`config.mk`:
```
export PLATFORM = sky130hd
export DESIGN_NAME = uart_fifo_tx
export DESIGN_NICKNAME = d
export VERILOG_FILES = /design/src/rtl/uart_tx_pkg.sv /design/src/rtl/uart_tx_fifo.sv /design/src/rtl/uart_tx_framer.sv /design/src/rtl/uart_tx_ctrl.sv /design/src/rtl/uart_fifo_tx.sv
export SDC_FILE = /design/constraint.sdc
export NUM_CORES = 1
export LEC_CHECK = 0
export ABC_AREA = 1
export BUFFER_PORTS_ARGS = -buffer_cell sky130_fd_sc_hd__buf_4
export CELL_PAD_IN_SITES_DETAIL_PLACEMENT = 0
export CELL_PAD_IN_SITES_GLOBAL_PLACEMENT = 1
export CORE_ASPECT_RATIO = 1.25
export CORE_MARGIN = 1.5
export CORE_UTILIZATION = 55
export DETAILED_ROUTE_END_ITERATION = 16
export PLACE_DENSITY = 0.83
export RECOVER_POWER = 100
export SYNTH_ARGS = -nofsm -noshare
export SYNTH_HDL_FRONTEND = slang
export SYNTH_HIERARCHICAL = 1
export SYNTH_SLANG_ARGS = --single-unit
```
`constraint.sdc`:
```
create_clock -name clk -period 6.35 [get_ports clk]
set_input_delay 0.635 -clock clk [delete_from_list [all_inputs] [get_ports clk]]
set_output_delay 0.635 -clock clk [all_outputs]
set_load 0.05 [all_outputs]
```
`src/rtl/uart_tx_pkg.sv`:
```
package uart_tx_pkg;

    localparam logic [2:0] ADDR_DATA = 3'd0;
    localparam logic [2:0] ADDR_FMT  = 3'd1;
    localparam logic [2:0] ADDR_CTRL = 3'd2;
    localparam logic [2:0] ADDR_STAT = 3'd3;
    localparam logic [2:0] ADDR_STOP = 3'd4;

    typedef struct packed {
        logic seven;
        logic par_en;
        logic par_odd;
        logic stop2;
    } frame_fmt_t;

    typedef enum logic [2:0] {
        TX_IDLE,
        TX_START,
        TX_DATA,
        TX_PARITY,
        TX_STOP_A,
        TX_STOP_Z
    } tx_state_t;

    // trigger code to fill level: 0 -> 0, n -> 2^n, capped at 32
    function automatic logic [7:0] trig_level(input logic [2:0] code);
        logic [7:0] lvl;
        if (code == 3'd0)
            lvl = 8'd0;
        else if (code >= 3'd5)
            lvl = 8'd32;
        else
            lvl = 8'd1 << code;
        return lvl;
    endfunction

endpackage

```
`src/rtl/uart_tx_fifo.sv`:
```
module uart_tx_fifo #(
    parameter int DEPTH = 64,
    parameter int WIDTH = 8
) (
    input  logic                         clk,
    input  logic                         rst_n,
    input  logic                         push,
    input  logic [WIDTH-1:0]             wdata,
    input  logic                         pop,
    output logic [WIDTH-1:0]             rdata,
    output logic [$clog2(DEPTH+1)-1:0]   level,
    output logic                         empty,
    output logic                         drop
);
    localparam int PTR_W = $clog2(DEPTH);
    localparam int LVL_W = $clog2(DEPTH+1);

    typedef struct packed {
        logic [PTR_W-1:0] wr_ptr;
        logic [PTR_W-1:0] rd_ptr;
        logic [LVL_W-1:0] level;
    } fifo_st_t;

    fifo_st_t st_d, st_q;
    logic [WIDTH-1:0] mem [DEPTH];
    logic full, push_ok, pop_ok;
    logic [PTR_W-1:0] wr_nxt, rd_nxt;

    assign full    = (st_q.level == LVL_W'(DEPTH));
    assign empty   = (st_q.level == '0);
    assign push_ok = push && !full;
    assign pop_ok  = pop && !empty;
    assign drop    = push && full;

    generate
        if ((1 << PTR_W) == DEPTH) begin : g_pow2
            assign wr_nxt = st_q.wr_ptr + 1'b1;
            assign rd_nxt = st_q.rd_ptr + 1'b1;
        end else begin : g_wrap
            assign wr_nxt = (st_q.wr_ptr == PTR_W'(DEPTH-1)) ? '0 : st_q.wr_ptr + 1'b1;
            assign rd_nxt = (st_q.rd_ptr == PTR_W'(DEPTH-1)) ? '0 : st_q.rd_ptr + 1'b1;
        end
    endgenerate

    always_comb begin
        st_d = st_q;
        if (push_ok) st_d.wr_ptr = wr_nxt;
        if (pop_ok)  st_d.rd_ptr = rd_nxt;
        case ({push_ok, pop_ok})
            2'b10:   st_d.level = st_q.level + 1'b1;
            2'b01:   st_d.level = st_q.level - 1'b1;
            default: st_d.level = st_q.level;
        endcase
    end

    always_ff @(posedge clk or negedge rst_n) begin
        if (!rst_n) st_q <= '0;
        else        st_q <= st_d;
    end

    always_ff @(posedge clk) begin
        if (push_ok) mem[st_q.wr_ptr] <= wdata;
    end

    assign rdata = mem[st_q.rd_ptr];
    assign level = st_q.level;

endmodule

```
`src/rtl/uart_tx_framer.sv`:
```
module uart_tx_framer
    import uart_tx_pkg::*;
#(
    parameter int DATA_W = 8,
    parameter int OVS    = 16
) (
    input  logic              clk,
    input  logic              rst_n,
    input  logic              baud_tick,
    input  logic              can_load,
    input  logic [DATA_W-1:0] load_data,
    input  frame_fmt_t        fmt_in,
    output logic              pop,
    output logic              stop_due,
    output logic              busy,
    output logic              txd
);
    localparam int TICK_W = $clog2(OVS);
    localparam int IDX_W  = $clog2(DATA_W);

    typedef struct packed {
        tx_state_t         state;
        logic [TICK_W-1:0] tick;
        logic [IDX_W-1:0]  idx;
        logic [DATA_W-1:0] shreg;
        logic              par;
        frame_fmt_t        fmt;
        logic              txd;
    } fr_t;

    fr_t d, q;
    logic bit_done, start_frame, enter_stop, par_n;
    logic [IDX_W-1:0] last_idx;

    assign bit_done = baud_tick && (q.tick == TICK_W'(OVS-1));
    assign last_idx = q.fmt.seven ? IDX_W'(DATA_W-2) : IDX_W'(DATA_W-1);
    assign par_n    = q.par ^ q.shreg[0];

    always_comb begin
        d           = q;
        pop         = 1'b0;
        stop_due    = 1'b0;
        start_frame = 1'b0;
        enter_stop  = 1'b0;

        if (q.state != TX_IDLE && baud_tick)
            d.tick = bit_done ? '0 : q.tick + 1'b1;

        case (q.state)
            TX_IDLE: begin
                d.txd = 1'b1;
                if (can_load) start_frame = 1'b1;
            end
            TX_START: begin
                if (bit_done) begin
                    d.state = TX_DATA;
                    d.idx   = '0;
                    d.txd   = q.shreg[0];
                end
            end
            TX_DATA: begin
                if (bit_done) begin
                    d.par   = par_n;
                    d.shreg = q.shreg >> 1;
                    if (q.idx == last_idx) begin
                        if (q.fmt.par_en) begin
                            d.state = TX_PARITY;
                            d.txd   = par_n ^ q.fmt.par_odd;
                        end else begin
                            enter_stop = 1'b1;
                        end
                    end else begin
                        d.idx = q.idx + 1'b1;
                        d.txd = q.shreg[1];
                    end
                end
            end
            TX_PARITY: begin
                if (bit_done) enter_stop = 1'b1;
            end
            TX_STOP_A: begin
                if (bit_done) begin
                    d.state  = TX_STOP_Z;
                    stop_due = 1'b1;
                end
            end
            TX_STOP_Z: begin
                if (bit_done) begin
                    if (can_load) start_frame = 1'b1;
                    else          d.state = TX_IDLE;
                end
            end
            default: d.state = TX_IDLE;
        endcase

        if (enter_stop) begin
            d.txd = 1'b1;
            if (q.fmt.stop2) begin
                d.state = TX_STOP_A;
            end else begin
                d.state  = TX_STOP_Z;
                stop_due = 1'b1;
            end
        end

        if (start_frame) begin
            pop     = 1'b1;
            d.state = TX_START;
            d.shreg = load_data;
            d.fmt   = fmt_in;
            d.par   = 1'b0;
            d.tick  = '0;
            d.idx   = '0;
            d.txd   = 1'b0;
        end
    end

    always_ff @(posedge clk or negedge rst_n) begin
        if (!rst_n) begin
            q       <= '0;
            q.state <= TX_IDLE;
            q.txd   <= 1'b1;
        end else begin
            q <= d;
        end
    end

    assign busy = (q.state != TX_IDLE);
    assign txd  = q.txd;

endmodule

```
`src/rtl/uart_tx_ctrl.sv`:
```
module uart_tx_ctrl
    import uart_tx_pkg::*;
#(
    parameter int DEPTH  = 64,
    parameter int DATA_W = 8,
    parameter int CNT_W  = 8
) (
    input  logic                       clk,
    input  logic                       rst_n,
    input  logic                       wr_en,
    input  logic [2:0]                 wr_addr,
    input  logic [DATA_W-1:0]          wr_data,
    input  logic [$clog2(DEPTH+1)-1:0] fifo_level,
    input  logic                       fifo_empty,
    input  logic                       push_drop,
    input  logic                       frame_load,
    input  logic                       stop_due,
    output frame_fmt_t                 fmt,
    output logic                       can_load,
    output logic                       flag_low,
    output logic                       flag_done,
    output logic                       flag_halt,
    output logic                       flag_ovf,
    output logic                       irq,
    output logic [CNT_W-1:0]           stop_cnt
);
    localparam int LVL_W = $clog2(DEPTH+1);

    typedef struct packed {
        frame_fmt_t       fmt;
        logic [2:0]       trig_sel;
        logic             ien_low;
        logic             ien_halt;
        logic [CNT_W-1:0] limit;
        logic [CNT_W-1:0] frames;
        logic             low;
        logic             done;
        logic             halt;
        logic             ovf;
    } ctrl_t;

    ctrl_t d, q;
    logic count_hit;
    logic [LVL_W-1:0] trig;

    assign count_hit = (q.limit != '0) && (q.frames == q.limit);
    assign can_load  = !fifo_empty && !q.halt && !count_hit;
    assign trig      = LVL_W'(trig_level(q.trig_sel));

    always_comb begin
        d = q;
        if (wr_en) begin
            case (wr_addr)
                ADDR_FMT: begin
                    d.fmt.seven   = wr_data[0];
                    d.fmt.par_en  = wr_data[1];
                    d.fmt.par_odd = wr_data[2];
                    d.fmt.stop2   = wr_data[3];
                end
                ADDR_CTRL: begin
                    d.trig_sel = wr_data[2:0];
                    d.ien_low  = wr_data[3];
                    d.ien_halt = wr_data[4];
                end
                ADDR_STAT: begin
                    if (!wr_data[0]) d.low  = 1'b0;
                    if (!wr_data[1]) d.done = 1'b0;
                    if (!wr_data[2]) begin
                        if (q.halt) d.frames = '0;
                        d.halt = 1'b0;
                    end
                    if (!wr_data[3]) d.ovf = 1'b0;
                end
                ADDR_STOP: begin
                    d.limit  = wr_data[CNT_W-1:0];
                    d.frames = '0;
                end
                default: ;
            endcase
        end
        if (frame_load) begin
            d.frames = d.frames + 1'b1;
            d.done   = 1'b0;
        end
        if (stop_due) begin
            if (!can_load) d.done = 1'b1;
            if (count_hit) d.halt = 1'b1;
        end
        if (fifo_level < trig) d.low = 1'b1;
        if (push_drop)         d.ovf = 1'b1;
    end

    always_ff @(posedge clk or negedge rst_n) begin
        if (!rst_n) begin
            q          <= '0;
            q.trig_sel <= 3'd3;
            q.low      <= 1'b1;
            q.done     <= 1'b1;
        end else begin
            q <= d;
        end
    end

    assign fmt       = q.fmt;
    assign flag_low  = q.low;
    assign flag_done = q.done;
    assign flag_halt = q.halt;
    assign flag_ovf  = q.ovf;
    assign irq       = (q.ien_low & q.low) | (q.ien_halt & q.halt);
    assign stop_cnt  = q.limit;

endmodule

```
`src/rtl/uart_fifo_tx.sv`:
```
module uart_fifo_tx
    import uart_tx_pkg::*;
#(
    parameter int DEPTH  = 64,
    parameter int DATA_W = 8,
    parameter int OVS    = 16,
    parameter int CNT_W  = 8
) (
    input  logic                       clk,
    input  logic                       rst_n,
    input  logic                       baud_tick,
    input  logic                       wr_en,
    input  logic [2:0]                 wr_addr,
    input  logic [DATA_W-1:0]          wr_data,
    output logic                       txd,
    output logic                       irq,
    output logic                       flag_low,
    output logic                       flag_done,
    output logic                       flag_halt,
    output logic                       flag_ovf,
    output logic [$clog2(DEPTH+1)-1:0] fifo_level
);
    frame_fmt_t        fmt;
    logic              can_load, pop, stop_due, tx_busy;
    logic              fifo_empty, push_drop, push;
    logic [DATA_W-1:0] fifo_rdata;
    logic [CNT_W-1:0]  stop_cnt;

    assign push = wr_en && (wr_addr == ADDR_DATA);

    uart_tx_fifo #(.DEPTH(DEPTH), .WIDTH(DATA_W)) u_fifo (
        .clk   (clk),
        .rst_n (rst_n),
        .push  (push),
        .wdata (wr_data),
        .pop   (pop),
        .rdata (fifo_rdata),
        .level (fifo_level),
        .empty (fifo_empty),
        .drop  (push_drop)
    );

    uart_tx_ctrl #(.DEPTH(DEPTH), .DATA_W(DATA_W), .CNT_W(CNT_W)) u_ctrl (
        .clk        (clk),
        .rst_n      (rst_n),
        .wr_en      (wr_en),
        .wr_addr    (wr_addr),
        .wr_data    (wr_data),
        .fifo_level (fifo_level),
        .fifo_empty (fifo_empty),
        .push_drop  (push_drop),
        .frame_load (pop),
        .stop_due   (stop_due),
        .fmt        (fmt),
        .can_load   (can_load),
        .flag_low   (flag_low),
        .flag_done  (flag_done),
        .flag_halt  (flag_halt),
        .flag_ovf   (flag_ovf),
        .irq        (irq),
        .stop_cnt   (stop_cnt)
    );

    uart_tx_framer #(.DATA_W(DATA_W), .OVS(OVS)) u_framer (
        .clk       (clk),
        .rst_n     (rst_n),
        .baud_tick (baud_tick),
        .can_load  (can_load),
        .load_data (fifo_rdata),
        .fmt_in    (fmt),
        .pop       (pop),
        .stop_due  (stop_due),
        .busy      (tx_busy),
        .txd       (txd)
    );

endmodule

```
==> run_results.csv, run 1 <==
group,metric,value,unit
clock_network,holdBufCountCts,0,
detailed_routing,drt.antenna.violating_nets,0,
power_and_ir_drop,pwr-share-comb,34.1,%
clock_network,clockRootBuffer,"clkbuf_16",
sta,fin_crit_sh,64.2,%
die,die_w,197,microns
clock_network,cts.sinks,584,
detailed_routing,drtPass1Iterations,7,
status,failed_checks,"capacitance limit, slew limit",
die,core,46400,sq um
die,initial_core_util,56.0,%
grt,grt_pass1_vias,16595,
power_and_ir_drop,powerDensity,427,nW/um^2
worst_setup_path,crit_chain,"inv_1, nand4_1, inv_1, nand3_1, inv_1, nor2_1, o21ai_0, inv_1, nand3_1, nand2_1, nand2_1, inv_1, ha_1, inv_1, fa_1, inv_1, nand4_1, nand3_1, xor2_1, nand2_1, o21ai_0",
worst_setup_path,cp.depth,21,
worst_setup_path,path_buf_inv,7,
sta,fin_ws,2270,ps
finish,nNetsFinal,2512,
synth,yosys_warnings,6,
sta,skew,17.7,ps
min_path,min_path_type,"input port to flop",
power_and_ir_drop,swShare,38.9,%
sta,min_period,4080,ps
power_and_ir_drop,ir_drop,0.000291,V
die,die_height,246,microns
clock_network,cts_setup_buffers,0,
power_and_ir_drop,leakage,11.1,nW
detailed_routing,num_vias,17263,
detailed_routing,vias_per_cell,5.47,
worst_setup_path,reg2regPathDepth,21,
finish,drive_above_1_share,5.63,%
synth,synth_cells,2502,
die,die_area,48500,sq um
synth,synth_nets,2535,
clock_network,cts.path.max_buffers,3,
sta,setup_tns,0,ps
worst_setup_path,cp-end-kind,"flop",
sta,rsz0062_at_grt,"false",
finish,stdcell_count,3154,
synth,syn_area,25900,sq um
grt,grt_pass1_wl,96300,microns
clock_network,clk_latency,620,ps
placement,dp_slack,2700,ps
finish,final_area,27900,sq um
placement,place_inst,3052,
die,num_io_pins,28,
power_and_ir_drop,p_sw,0.00462,W
status,status,"complete, but fails checks",
placement,placed_cell_area,26300,sq um
sta,finalHoldViolCount,0,
sta,max_slew.worst_pin.slew,3860,ps
detailed_routing,finalWirelength,62300,microns
grt,grt_max_degree,190,
finish,final-seq-area,17200,sq um
power_and_ir_drop,clkPwrFrac,26.7,%
power_and_ir_drop,p_int,0.00727,W
worst_setup_path,cp_slowest_cell,"nand2_1",
finish,syn2layout_area_growth,7.44,%
clock_network,cts_resized,0,
placement,place.gp.congestion,0.839,
placement,port_buffers,27,
worst_setup_path,cp_slowest_stage_delay,740,ps
worst_setup_path,setup.worst_path.class,"flop to flop",
finish,antenna_cells,0,
detailed_routing,drtIter0Drc,1435,
synth,syn_avg_cell_area,10.4,sq um
min_path,worstHoldPathCells,4,
clock_network,cts_tree,"yes",
grt,antenna_found_initial,0,
power_and_ir_drop,p_seq_share,39.3,%
finish,multiInputGateArea,6990,sq um
die,row_count,88,
clock_network,clk_pin_slew,60,ps
sta,finalSetupViolCount,0,
grt,grt_use_total,26.5,%
worst_setup_path,startpoint_type,"flop",
sta,slew-limit-headroom,-157,%
worst_setup_path,cp.arrival,4610,ps
clock_network,htree_levels,2,
detailed_routing,detail_route.wl_per_cell,19.8,microns
placement,hpwlAfterDp,36400,microns
sta,max_freq,0.245,GHz
job,maxCapViolCount,9,
worst_setup_path,cp.required,6880,ps
clock_network,cts_inserted_buffers,55,
worst_setup_path,critPathMaxFanout,27,
sta,drv_slew,604,
detailed_routing,drc,0,
grt,gr-total-overflow,0,
finish,fill_cells,3853,
worst_setup_path,crit_family,"simple AND/OR/NAND/NOR gates",
worst_setup_path,cpMostUsedCell,"inv_1",
## state kept, by name (all words and copies together) (netlist names)
name / flops
u_framer/txd: 1
u_ctrl/flag_done: 1
u_ctrl/fmt: 4
u_framer/q: 23
u_ctrl/flag_low: 1
u_ctrl/flag_halt: 1
u_fifo/st_q: 12
u_ctrl/flag_ovf: 1
u_ctrl/q: 13
u_fifo/level: 7
u_fifo/mem: 512
u_ctrl/stop_cnt: 8
## metal layers
metal  GRT usage (%)  up-vias  part of all wire (%)
li1                -     8265                     -
met1            35.6     8363                    41
met2            44.3      537                    50
met3            3.74       98                   6.2
met4            8.96        0                   3.0
met5               0        -                     0
## power groups by stage
| stage | Sequential [W] | Combinational (W) | Clock, W |
|---|---|---|---|
| after floorplan | 0.00455 | 0.00313 | 0 |
| after global placement | 0.00473 | 0.00407 | 0 |
| after detailed placement | 0.00474 | 0.00409 | 0 |
| after CTS | 0.00466 | 0.00411 | 0.00323 |
| after global routing | 0.00470 | 0.00447 | 0.00337 |
| final | 0.00467 | 0.00405 | 0.00317 |
## metrics by stage
stage	utilization, %	hold WS (ps)	power [W]
detailed placement	56.8	474	0.00883
finish	60.1	401	0.0119
CTS	60.5	191	0.0120
global placement	56.8	467	0.00880
global route	60.1	431	0.0125
floorplan	-	339	0.00768
## tightest hold or removal path, stage by stage
cell     delay [ps]
buf_4           100
nand2_1         100
nand2_1          80
a21oi_1          60
## cells in the final DEF (no fill, tap or decap), drive strengths merged, types with 2 or more instances in the layout
cell      count
nand3       312
o21ai        67
clkbuf       98
edfxtp      512
ha           17
and2          2
nor3          5
xor2         17
nand4        18
nor2        183
a21oi        48
xnor2        10
buf          17
clkinvlp      3
o211ai       30
bufinv        3
inv         245
dfstp         5
a22o          2
o21bai        2
nand2       825
clkinv       26
dfrtp        67
## final timing paths
kind / startpoint / end / slack [ps]
max: u_fifo/level[1] / u_fifo/level[6] / 2270
min: baud_tick / u_framer/q[18] / 400
max reg2reg: u_fifo/level[1] / u_fifo/level[6] / 2270
min reg2reg: u_framer/q[11] / u_framer/q[11] / 490
max in group asynchronous: rst_n / u_fifo/st_q[8] / 2280
min in group asynchronous: rst_n / u_ctrl/q[7] / 1360
## layout make-up
class / count / area share (%)
sequential: 584 / 61.7
multi-input combinational: 1548 / 25.1
clock buffer: 73 / 5.29
inverter: 248 / 3.39
tap: 630 / 2.83
clock inverter: 29 / 0.880
timing repair buffer: 42 / 0.840
Power figures use the tool's default switching activity.
==> run 2, diff against run 1 <==
CORE_UTILIZATION = 46   (was 55)
PLACE_DENSITY = 0.74   (was 0.83)
clock period = 3.3 ns   (was 6.35 ns; I/O delays follow)
==> run 2 against run 1 <==
The run still ends with capacitance limit, slew limit left; cell count grew 6.8%; largest power group unchanged; global-route usage shrank 3.4 points; maximum frequency grew 30%.
==> run_results.csv, run 2 (synthesized netlist as in run 1, its figures left out) <==
group,metric,value,unit
status,status,"complete, but fails checks",
status,failed_checks,"capacitance limit, slew limit",
worst_setup_path,cp_slowest_cell,"inv_2",
finish,reg_top3,"u_fifo/mem x512, u_framer/q x23, u_ctrl/q x13",
power_and_ir_drop,ir_drop,0.000575,V
sta,fin_crit_sh,95.0,%
worst_setup_path,cp-startpoint,"u_fifo/st_q[7]",
detailed_routing,drt.antenna.violating_nets,0,
clock_network,htree_levels,2,
grt,grt_pass1_wl,101000,microns
finish,nNetsFinal,2611,
detailed_routing,dr_wl_met3,2760,microns
sta,max_slew.worst_pin.slew,3110,ps
sta,finalSetupViolCount,0,
worst_setup_path,crit_chain,"inv_2, clkbuf_4, nand2_1, nand3_1, a21oi_1, nor2_1, nand2_1, nand3_1, nand2_1, nand2_1, a21oi_2, a21oi_1, inv_1",
clock_network,cts.path.max_buffers,3,
sta,min_period,3130,ps
detailed_routing,drtIter0Drc,1027,
die,row_count,97,
worst_setup_path,setup.worst_path.class,"flop to flop",
min_path,min-delay-start,"baud_tick",
sta,skew,19.9,ps
detailed_routing,drc,0,
placement,port_buffers,27,
worst_setup_path,timing.rr.start,"u_fifo/st_q[7]",
die,die_height,268,microns
worst_setup_path,cpMostUsedCell,"nand2_1",
power_and_ir_drop,leakage,11.5,nW
worst_setup_path,cp.arrival,3630,ps
clock_network,clockRootBuffer,"clkbuf_16",
grt,grt_use_total,23.0,%
die,core,55800,sq um
clock_network,cts_inserted_buffers,57,
finish,regMostFlops,"u_fifo/mem",
clock_network,cts_tree,"yes",
detailed_routing,num_vias,17518,
detailed_routing,drtPass1Iterations,7,
placement,dp_slack,135,ps
grt,gr-total-overflow,0,
detailed_routing,top_layer_used,"met4",
job,maxCapViolCount,8,
finish,layout_common_cells,"nand2_1 (817), edfxtp_1 (512), nand3_1 (305), inv_1 (234), nor2_1 (173)",
min_path,min_path_type,"input port to flop",
detailed_routing,detail_route.wl_per_cell,19.5,microns
die,die_area,57800,sq um
power_and_ir_drop,powerDensity,825,nW/um^2
sta,fin_ws,166,ps
sta,drv_slew,487,
worst_setup_path,cp-end-kind,"flop",
finish,layout_commonest_cell,"nand2_1",
sta,setup_tns,0,ps
detailed_routing,dr_wl_met2,33800,microns
worst_setup_path,startpoint_type,"flop",
die,die_w,215,microns
worst_setup_path,critPathMaxFanout,39,
clock_network,clk_latency,620,ps
finish,largest_reg_flops,512,
detailed_routing,drt-met1-wl,26000,microns
worst_setup_path,crit_family,"buffers and inverters",
sta,rsz0062_at_grt,"false",
detailed_routing,finalWirelength,65500,microns
sta,slew-limit-headroom,-107,%
clock_network,cts.sinks,584,
clock_network,cts_setup_buffers,0,
sta,max_freq,0.319,GHz
grt,antenna_found_initial,1,
placement,place.gp.congestion,0.825,
worst_setup_path,cp_slowest_stage_delay,730,ps
grt,grt_max_degree,119,
die,initial_core_util,46.5,%
grt,grt_pass1_vias,17483,
power_and_ir_drop,total_power,0.0238,W
finish,syn2layout_area_growth,11.0,%
worst_setup_path,path_buf_inv,3,
detailed_routing,vias_per_cell,5.20,
placement,hpwlAfterDp,40500,microns
finish,drive_above_1_share,8.04,%
worst_setup_path,cp.required,3800,ps
sta,finalHoldViolCount,0,
die,num_io_pins,28,
finish,fill_cells,5092,
clock_network,clk_pin_slew,60,ps
## run 2: layout make-up
type                    count  area [sq um]  area share, %
flip-flops and latches    584         17200           59.7
multi-input cells        1548          7020           24.4
clock buffers              79          1610           5.59
inverters                 248           941           3.27
well taps                 742           928           3.22
repair buffers            139           802           2.78
clock inverters            28           302           1.05
diodes                      1          2.50        0.00869
## run 2: final timing paths
kind | slack (ps) | to | cells after the start
min reg2reg | 490 | u_ctrl/q[21] | 2
max in group asynchronous | 990 | u_framer/q[15] | 3
min in group asynchronous | 570 | u_fifo/level[0] | 2
max reg2reg | 170 | u_framer/q[11] | 13
min | 80 | u_framer/q[18] | 4
max | 170 | u_framer/q[11] | 13
## run 2: timing repair
item                                    4_1_cts  5_1_grt
endpoints found under the setup margin        0        2
hold endpoints to repair                     47        0
resized for setup                             0        3
hold buffers                                  1        0
## run 2: per-stage QoR
stage	instances	util, %	area [sq um]	hold slack [ps]
floorplan	2502	-	25900	34.4
CTS	3368	52.3	29200	57.0
global route	3368	51.6	28800	86.5
finish	3369	51.6	28800	82.1
global placement	3260	48.8	27200	418
detailed placement	3260	48.8	27200	423
## run 2: power breakdown
part / total, W / internal [W] / switching, W
logic: 0.00839 / 0.00250 / 0.00589
clock network: 0.00665 / 0.00387 / 0.00278
registers: 0.00873 / 0.00839 / 0.000342
total: 0.0238 / 0.0148 / 0.00901
## run 2: worst min-delay path, stage by stage
cell and delay (ps):
buf_4 90, nand2_1 90, nand2_1 70, a21oi_1 60
## run 2: metal layers
layer	GRT usage, %	vias to the layer above
li1	-	8461
met1	27.5	8521
met2	41.6	404
met3	2.90	132
met4	10.4	0
met5	0	-
